### src/rtl/instr_status_pkg.sv
// Shared constants and the register address map of the status unit.
package instr_status_pkg;
    localparam int REG_W  = 8;
    localparam int ADDR_W = 2;

    // Register addresses; the bench and software depend on these values.
    typedef enum logic [ADDR_W-1:0] {
        ADR_EVENT  = 2'd0,
        ADR_EVT_EN = 2'd1,
        ADR_STATUS = 2'd2,
        ADR_SRQ_EN = 2'd3
    } reg_addr_e;

    // Status byte bit positions.
    localparam int MAV_BIT = 4;
    localparam int ESB_BIT = 5;
    localparam int MSS_BIT = 6;
endpackage

### src/rtl/stat_rw_reg.sv
// Plain read/write register with a synchronous zeroing strobe.
// Assumes: zero_req has priority over a write in the same cycle.
module stat_rw_reg #(
    parameter int W = 8
) (
    input  logic         clk,
    input  logic         rst_n,
    input  logic         zero_req,
    input  logic         we,
    input  logic [W-1:0] wdata,
    output logic [W-1:0] q
);
    // Hold value, zero on request, else load on write.
    always_ff @(posedge clk) begin
        if (!rst_n)        q <= '0;
        else if (zero_req) q <= '0;
        else if (we)       q <= wdata;
    end
endmodule

### src/rtl/stat_event_grp.sv
// One event group: sticky event bits, their enable register and the
// enabled summary. Assumes: clr is a single-cycle strobe; a pulse seen
// in the clear cycle survives the clear.
module stat_event_grp #(
    parameter int W = 8
) (
    input  logic         clk,
    input  logic         rst_n,
    input  logic [W-1:0] pulse,
    input  logic         clr,
    input  logic         en_zero,
    input  logic         en_we,
    input  logic [W-1:0] en_wdata,
    output logic [W-1:0] evt_q,
    output logic [W-1:0] en_q,
    output logic         summary
);
    // Latch incoming pulses; a clear drops only the older bits.
    always_ff @(posedge clk) begin
        if (!rst_n) evt_q <= '0;
        else        evt_q <= (evt_q & ~{W{clr}}) | pulse;
    end

    stat_rw_reg #(.W(W)) u_en (
        .clk      (clk),
        .rst_n    (rst_n),
        .zero_req (en_zero),
        .we       (en_we),
        .wdata    (en_wdata),
        .q        (en_q)
    );

    // OR of the enabled event bits.
    always_comb summary = |(evt_q & en_en_mask(en_q));

    function automatic logic [W-1:0] en_en_mask(input logic [W-1:0] m);
        return m;
    endfunction
endmodule

### src/rtl/stat_byte_build.sv
// Builds the unlatched status byte from the queue flag, the event
// summary and the service-request enable. Assumes: every other bit is
// reserved and reads 0; the master-summary bit never feeds itself.
module stat_byte_build #(
    parameter int W       = 8,
    parameter int MAV_POS = 4,
    parameter int ESB_POS = 5,
    parameter int MSS_POS = 6
) (
    input  logic         mav,
    input  logic         esb,
    input  logic [W-1:0] srq_en,
    output logic [W-1:0] sbyte
);
    logic [W-1:0] base;
    logic [W-1:0] req;

    // Place the summaries, mask by enable, fold into the master bit.
    always_comb begin
        base          = '0;
        base[MAV_POS] = mav;
        base[ESB_POS] = esb;
        req           = base & srq_en;
        req[MSS_POS]  = 1'b0;
        sbyte         = base;
        sbyte[MSS_POS] = |req;
    end
endmodule

### src/rtl/stat_bus_port.sv
// Address decode and registered read mux for the status registers.
// Assumes: one strobe of each kind per cycle; read data is the value
// before any clear-on-read and holds until the next read.
module stat_bus_port
    import instr_status_pkg::*;
#(
    parameter int W  = REG_W,
    parameter int AW = ADDR_W
) (
    input  logic          clk,
    input  logic          rst_n,
    input  logic [AW-1:0] addr,
    input  logic          rd,
    input  logic          wr,
    input  logic [W-1:0]  evt_q,
    input  logic [W-1:0]  evt_en_q,
    input  logic [W-1:0]  sbyte,
    input  logic [W-1:0]  srq_en_q,
    output logic          evt_rd_clr,
    output logic          evt_en_we,
    output logic          srq_en_we,
    output logic [W-1:0]  rdata
);
    reg_addr_e    sel;
    logic [W-1:0] mux;

    // Decode strobes per address; writes to read-only addresses vanish.
    always_comb begin
        sel        = reg_addr_e'(addr);
        evt_rd_clr = rd && (sel == ADR_EVENT);
        evt_en_we  = wr && (sel == ADR_EVT_EN);
        srq_en_we  = wr && (sel == ADR_SRQ_EN);
    end

    // Select the addressed register's present value.
    always_comb begin
        unique case (sel)
            ADR_EVENT:  mux = evt_q;
            ADR_EVT_EN: mux = evt_en_q;
            ADR_STATUS: mux = sbyte;
            ADR_SRQ_EN: mux = srq_en_q;
            default:    mux = '0;
        endcase
    end

    // Capture read data one edge after the strobe.
    always_ff @(posedge clk) begin
        if (!rst_n)  rdata <= '0;
        else if (rd) rdata <= mux;
    end
endmodule

### src/rtl/instr_status_unit.sv
// Status reporting unit: standard event group, service-request enable
// and live status byte behind a small register bus. Assumes strobes
// are synchronous to clk. Reset command zeroes only enable registers;
// device clear is accepted and has no effect on these registers.
module instr_status_unit
    import instr_status_pkg::*;
(
    input  logic              clk,
    input  logic              rst_n,
    input  logic [REG_W-1:0]  evt_pulse,
    input  logic              queue_not_empty,
    input  logic [ADDR_W-1:0] bus_addr,
    input  logic              bus_rd,
    input  logic              bus_wr,
    input  logic [REG_W-1:0]  bus_wdata,
    output logic [REG_W-1:0]  bus_rdata,
    input  logic              clr_status,
    input  logic              cmd_reset,
    input  logic              dev_clear,
    output logic [REG_W-1:0]  status_byte
);
    logic [REG_W-1:0] evt_q;
    logic [REG_W-1:0] ese_q;
    logic [REG_W-1:0] sre_q;
    logic             esb;
    logic             evt_rd_clr;
    logic             ese_we;
    logic             sre_we;
    logic             evt_clr;
    logic             dev_clear_seen;

    // Combine the two ways the event register is cleared.
    always_comb evt_clr = clr_status | evt_rd_clr;

    // Device clear is accepted but acts on nothing in this block.
    always_comb dev_clear_seen = dev_clear & 1'b0;

    stat_event_grp #(.W(REG_W)) u_std_evt (
        .clk      (clk),
        .rst_n    (rst_n),
        .pulse    (evt_pulse),
        .clr      (evt_clr | dev_clear_seen),
        .en_zero  (cmd_reset),
        .en_we    (ese_we),
        .en_wdata (bus_wdata),
        .evt_q    (evt_q),
        .en_q     (ese_q),
        .summary  (esb)
    );

    stat_rw_reg #(.W(REG_W)) u_srq_en (
        .clk      (clk),
        .rst_n    (rst_n),
        .zero_req (cmd_reset),
        .we       (sre_we),
        .wdata    (bus_wdata),
        .q        (sre_q)
    );

    stat_byte_build #(
        .W       (REG_W),
        .MAV_POS (MAV_BIT),
        .ESB_POS (ESB_BIT),
        .MSS_POS (MSS_BIT)
    ) u_sbyte (
        .mav    (queue_not_empty),
        .esb    (esb),
        .srq_en (sre_q),
        .sbyte  (status_byte)
    );

    stat_bus_port #(.W(REG_W), .AW(ADDR_W)) u_bus (
        .clk        (clk),
        .rst_n      (rst_n),
        .addr       (bus_addr),
        .rd         (bus_rd),
        .wr         (bus_wr),
        .evt_q      (evt_q),
        .evt_en_q   (ese_q),
        .sbyte      (status_byte),
        .srq_en_q   (sre_q),
        .evt_rd_clr (evt_rd_clr),
        .evt_en_we  (ese_we),
        .srq_en_we  (sre_we),
        .rdata      (bus_rdata)
    );
endmodule

### config.mk
export PLATFORM = sky130hd
export DESIGN_NAME = instr_status_unit
export DESIGN_NICKNAME = d
export VERILOG_FILES = /design/src/rtl/instr_status_pkg.sv /design/src/rtl/stat_rw_reg.sv /design/src/rtl/stat_event_grp.sv /design/src/rtl/stat_byte_build.sv /design/src/rtl/stat_bus_port.sv /design/src/rtl/instr_status_unit.sv
export SDC_FILE = /design/constraint.sdc
export NUM_CORES = 1
export LEC_CHECK = 0
export ABC_AREA = 1
export CAP_MARGIN = 20
export CELL_PAD_IN_SITES_DETAIL_PLACEMENT = 1
export CELL_PAD_IN_SITES_GLOBAL_PLACEMENT = 1
export CORE_ASPECT_RATIO = 0.7
export CORE_MARGIN = 3
export CORE_UTILIZATION = 33
export DETAILED_ROUTE_END_ITERATION = 7
export PLACE_DENSITY = 0.9
export SYNTH_ARGS = -nofsm -noshare
export SYNTH_HDL_FRONTEND = slang
export SYNTH_SLANG_ARGS = --single-unit
### constraint.sdc
create_clock -name clk -period 1.3 [get_ports clk]
set_input_delay 0.39 -clock clk [delete_from_list [all_inputs] [get_ports clk]]
set_output_delay 0.39 -clock clk [all_outputs]
set_load 0.01 [all_outputs]
==> results_dict.tcl, run 1 <==
set metrics [dict create \
    clk_pin_slew_ps 60 \
    path_cells "nand2_1 > nand2_2 > nor2_4 > nand2_2 > nand2_2 > nand2_2 > buf_6" \
    end_kind "primary output" \
    cts_num_sinks 32 \
    worst-path-buf-inv 1 \
    setup_viol 4 \
    combPwrFrac_pct 16.6 \
    path_depth 7 \
    rsz0062_at_grt "yes" \
    postSynthCellCount 193 \
    grt_pass1_wl_mm 7.67 \
    drive_gt1_share_pct 33.6 \
    power_frac_clock_pct 36.1 \
    remaining_drc_errors 0 \
    final_nets 287 \
    coreArea_um2 4070 \
    grt_pass1_vias 1600 \
    drt-met1-wl_mm 2.08 \
    hold_viol_final 0 \
    synth_compound_area_share_pct 19.7 \
    first_pass_iters 4 \
    r2r_cells 12 \
    slowest_stage "dfxtp_2" \
    hold_buffers 0 \
    drt-initial-drc-count 70 \
    ys_warn_count 0 \
    start_kind "flip-flop" \
    synth-seq-cells 32 \
    cts_max_level 2 \
    cts_tree "yes" \
    wl_met2_mm 2.47 \
    drv_slew 0 \
    hpwl_mm 3.55 \
    synth-adder-area-share_pct 0 \
    routabilityCongestion 0.805 \
    synth-seq-area-share_pct 44.3 \
    p_leak_nw 0.938 \
    dp_cells 299 \
    die_area_um2 5220 \
    place_ws_ps -664 \
    synth.avg_cell_area_um2 7.49 \
    grt_antenna_before_repair 0 \
    routed_wl_mm 4.95 \
    wire_per_inst_um 15.8 \
    cpPeakStageDelay_ps 320 \
    fill_cells 515 \
    area_growth_pct 52.6 \
    clock.fmax_mhz 623 \
    clk_latency_ps 290 \
    die_x_um 85.1 \
    critPathRequiredTime_ps 910 \
    switching_power_mw 0.581 \
    viasPerCell 4.97 \
    multi_input_area_um2 723 \
    outcome "finished, violations left" \
    layout_min_cycle_time_ps 1610 \
    hold_path.class "flip-flop to flip-flop" \
    pin_count 42 \
    grt_max_degree 15 \
    cts_root_buf "clkbuf_8" \
    p_int_mw 1.64 \
    antennaDiodeCount 0 \
    portBuffers 35 \
    path_common_cell "nand2_2" \
    power_frac_seq_pct 47.3 \
    critPathArrivalTime_ps 1220 \
    seqCellArea_um2 652 \
    fin_crit_sh_pct 124 \
    synth_top_family_by_area "simple AND/OR/NAND/NOR gates" \
    initial_core_util_pct 35.5 \
    cp_top_family "simple AND/OR/NAND/NOR gates" \
    grt-ovfl-total 0 \
    fp-row-count 19 \
    synth_cell_types 26 \
    max-clock-path-buffers 2 \
    groute.usage.overall_pct 19.5 \
    vdd_drop_max_uv 805 \
    max-cap-violations 0 \
    synth-simple-area-share_pct 24.6 \
    path_max_fanout 2 \
    finClkSkew_ps 3.50 \
    crit_type "flip-flop to primary output" \
    final.setup.worst_slack_ps -306 \
    topRoutingLayerUsed "met4" \
    via_count 1562 \
    power.density_nw_per_um2 1010 \
    synth-xor-area-share_pct 0 \
    route.met3.wl_um 315 \
    die_y_um 61.4 \
    layoutNonFillerInstCount 314 \
    syn_area_um2 1450 \
    min_path_cells 2 \
    violations "negative setup slack" \
    synthMuxAreaShare_pct 0 \
    antenna_left 0 \
    cts_buffers 5 \
    swShare_pct 26.2 \
]
kinds of logic after synthesis:
| family | Yosys count |
|---|---|
| AOI/OAI and AO/OA | 49 |
| buffers and inverters | 29 |
| DFF | 32 |
| other | 1 |
| and+or+nand+nor | 82 |
registers in the layout (all words and copies together), names as in the netlist:
register,cells
u_srq_en.q,8
u_bus.rdata,8
u_std_evt.evt_q,8
u_std_evt.u_en.q,8
cell type report:
| class | count | area share [%] |
|---|---|---|
| flip-flops and latches | 32 | 29.6 |
| multi-input cells | 136 | 32.8 |
| repair buffers | 69 | 27.3 |
| well taps | 52 | 2.95 |
| inverters | 17 | 3.29 |
| clock buffers | 8 | 4.08 |
stage by stage:
stage	power (mW)	hold slack [ps]	util [%]	setup TNS, ps	instance area, um2
3_3_place_gp	1.39	448	49.2	-12650	2000
3_5_place_dp	1.41	457	49.2	-14380	2000
6_report	2.22	465	54.3	-714	2210
4_1_cts	2.20	464	52.1	-749	2120
2_1_floorplan	1.22	429	-	0	1460
5_1_grt	2.33	474	54.3	-973	2210
cells in the final DEF (no fill, tap or decap), drive strengths merged, types with 2 or more instances in the layout:
master         count
clkdlybuf4s50     19
dlygate4sd2        3
nand3              8
inv               15
clkbuf            15
a21oi             30
nor2               8
a31oi              5
nand2             65
clkdlybuf4s15      2
dfxtp             32
o221ai             2
buf               37
conb               5
o21ai              8
cell usage after synthesis:
cell type	count	share of area [%]
a2111oi_0	1	0.61
a211oi_1	1	0.52
a21oi_1	29	10
a21oi_4	1	1.1
a221oi_1	1	0.61
a31oi_1	5	2.2
a41oi_1	1	0.61
buf_2	2	0.69
buf_4	8	4.2
buf_6	2	1.6
clkinv_4	1	0.61
conb_1	1	0.26
dfxtp_1	32	44
inv_1	13	3.4
inv_2	3	0.78
nand2_1	63	16
nand2_2	1	0.43
nand2_4	1	0.78
nand3_1	8	2.8
nor2_1	5	1.3
nor2_2	1	0.43
nor2_4	1	0.78
nor2_8	1	1.4
nor3_1	1	0.35
o21ai_0	8	2.8
o221ai_1	2	1.2
tightest hold or removal path, cell delays in order, from the launching register on:
cell     delay, ps
dfxtp_1        310
nand2_1         60
a21oi_1         50
final timing paths:
kind	startpoint	slack (ps)	to
max	u_std_evt.evt_q[3]$_SDFF_PN0_	-310	status_byte[6]
min reg2reg	u_srq_en.q[2]$_SDFFE_PP0P_	460	u_srq_en.q[2]$_SDFFE_PP0P_
max reg2reg	u_std_evt.evt_q[3]$_SDFF_PN0_	-70	u_bus.rdata[6]$_SDFFE_PN0P_
min	u_srq_en.q[2]$_SDFFE_PP0P_	460	u_srq_en.q[2]$_SDFFE_PP0P_
what timing repair did:
action | CTS | global route
pin swaps | 12 | 11
endpoints found under the setup margin | 43 | 22
setup buffers | 3 | 5
resized for setup | 40 | 38
gates cloned | 0 | 0
power by group through the flow:
stage                     clock, mW  combinational, mW  sequential, mW
final                         0.800              0.369            1.05
after global routing          0.882              0.399            1.05
after CTS                     0.815              0.342            1.05
after detailed placement          0              0.343            1.06
after global placement            0              0.332            1.06
after floorplan                   0              0.151            1.07
layer usage:
layer / vias up / track usage, %
li1: 762 / -
met1: 746 / 23.5
met2: 44 / 33.6
met3: 10 / 5.08
met4: 0 / 8.35
met5: - / 0
Power figures use the tool's default switching activity.
==> run 2: changes to the inputs <==
- GPL_TIMING_DRIVEN: unset -> 0
- clock period: 1.3 -> 1.55 ns (I/O delays scaled with it)
==> results_dict.tcl, run 2 (synthesis results as in run 1) <==
set metrics [dict create \
    outcome "finished, violations left" \
    violations "negative setup slack" \
    combPwrFrac_pct 14.8 \
    power_frac_clock_pct 37.0 \
    swShare_pct 26.1 \
    grt.met3_usage_pct 4.41 \
    path_max_fanout 3 \
    pin_count 42 \
    grt_pass1_vias 1540 \
    final.setup.worst_slack_ps -180 \
    die_x_um 85.1 \
    antenna_left 0 \
    drive_gt1_share_pct 24.8 \
    wire_per_inst_um 15.5 \
    fp-row-count 19 \
    hold_path_startpoint "u_srq_en.q[2]$_SDFFE_PP0P_" \
    path_cells "nand2_1 > nand2_2 > nor2_2 > nand2_2 > nand2_1 > nand2_1 > buf_2" \
    max-cap-violations 0 \
    reg2reg_slack_ps 370 \
    power.density_nw_per_um2 898 \
    end_kind "primary output" \
    gr-usage-met2_pct 32.6 \
    critPathArrivalTime_ps 1270 \
    setup_viol 2 \
    cts_num_sinks 32 \
    cpPeakStageDelay_ps 340 \
    rsz0062_at_grt "yes" \
    first_pass_iters 4 \
    use_met1_pct 22.2 \
    layout_min_cycle_time_ps 1730 \
    grt_pass1_wl_mm 7.28 \
    switching_power_mw 0.475 \
    crit_type "flip-flop to primary output" \
    routabilityCongestion 0.796 \
    hpwl_mm 3.38 \
    cts_tree "yes" \
    fin_crit_sh_pct 112 \
    p_int_mw 1.35 \
    antennaDiodeCount 0 \
    finClkSkew_ps 9.30 \
    grt_max_degree 11 \
    clock.fmax_mhz 578 \
    final_nets 271 \
    totalNegativeSetupSlack_ps -354 \
    hold_path.class "flip-flop to flip-flop" \
    r2r_cells 10 \
    hold_viol_final 0 \
    clk_pin_slew_ps 70 \
    vdd_drop_max_uv 565 \
    cts_root_buf "clkbuf_8" \
    grt.busiest_layer "met2" \
    layout_commonest_cell "nand2_1" \
    r2r-start "u_std_evt.evt_q[5]$_SDFF_PN0_" \
    groute.usage.overall_pct 18.7 \
    min_path_cells 2 \
    grt-ovfl-total 0 \
    initial_core_util_pct 35.5 \
    area_growth_pct 40.4 \
    place_ws_ps -590 \
    die_y_um 61.4 \
    cp-startpoint "u_std_evt.evt_q[5]$_SDFF_PN0_" \
    slowest_stage "dfxtp_2" \
    drv_slew 0 \
    viasPerCell 4.97 \
    portBuffers 33 \
    cts_max_level 2 \
    remaining_drc_errors 0 \
    via_count 1481 \
    routed_wl_mm 4.62 \
    hold_end "u_srq_en.q[2]$_SDFFE_PP0P_" \
    cts_buffers 5 \
    p_leak_nw 0.859 \
    path_common_cell "nand2_1" \
    r2r_end "u_bus.rdata[6]$_SDFFE_PN0P_" \
    clk_latency_ps 290 \
    coreArea_um2 4070 \
    hold_buffers 0 \
    start_kind "flip-flop" \
    finalPower_mw 1.82 \
    drt-initial-drc-count 68 \
    max-clock-path-buffers 2 \
    grt_antenna_before_repair 0 \
    die_area_um2 5220 \
    layout_common_cells "nand2_1 (56), a21oi_1 (29), dfxtp_1 (20), clkdlybuf4s50_1 (19), buf_4 (16)" \
    power_frac_seq_pct 48.2 \
    critPathRequiredTime_ps 1080 \
]
run 2: changes by cell type in the layout (fill, tap and decap cells not counted), moves of 3 or more:
cell and delta:
nor2_4 -3, dlygate4sd2_1 +8, dfxtp_1 -3, nand2_2 -7, buf_4 -13, nand2_1 +7
nor2_2 +3, buf_2 +3, clkbuf_2 -7
run 2: timing repair:
action / CTS / global route
hold endpoints to repair: 0 / 0
gates resized for setup: 38 / 10
buffers inserted: 5 / 3
pin swaps: 6 / 6
setup endpoints to repair: 24 / 2
run 2: power by group through the flow:
stage | Sequential (mW) | Clock [mW] | Combinational, mW
after floorplan | 0.894 | 0 | 0.127
after global placement | 0.894 | 0 | 0.249
after detailed placement | 0.896 | 0 | 0.259
after CTS | 0.878 | 0.689 | 0.261
after global routing | 0.883 | 0.731 | 0.294
final | 0.880 | 0.674 | 0.269
run 2: per-stage QoR:
step                instance area [um2]  cells  util [%]  hold slack, ps
finish                             2030    298      49.9             468
global route                       2030    298      49.9             493
CTS                                1980    295      48.8             470
detailed placement                 1860    282      45.6             460
global placement                   1860    282      45.6             449
floorplan                          1460    197         -             429
run 2: how the worst max path moves through the flow:
stage               slack [ps]                          end
global route              -230               status_byte[6]
floorplan                  290  u_bus.rdata[5]$_SDFFE_PN0P_
global placement          -560               status_byte[6]
detailed placement        -590               status_byte[6]
CTS                       -160               status_byte[6]
finish                    -180               status_byte[6]
run 2: worst max-delay path: cells and delay by family, from the launching register on:
kind,cells,cell delay (ps)
flops,1,340
buf+inv,1,140
simple gates,6,500
run 2: per-layer routing:
layer  up-vias  wire length (um)
li1        723                 -
met1       707              2000
met2        44              2270
met3         7               269
met4         0                81
met5         -                 0
run 2: layout make-up:
type,count,area [um2]
repair buffers,41,368
clock buffers,8,90.1
flip-flops and latches,32,658
fillers,509,2040
inverters,17,68.8
plain buffers,12,92.6
well taps,52,65.1
multi-input cells,136,687
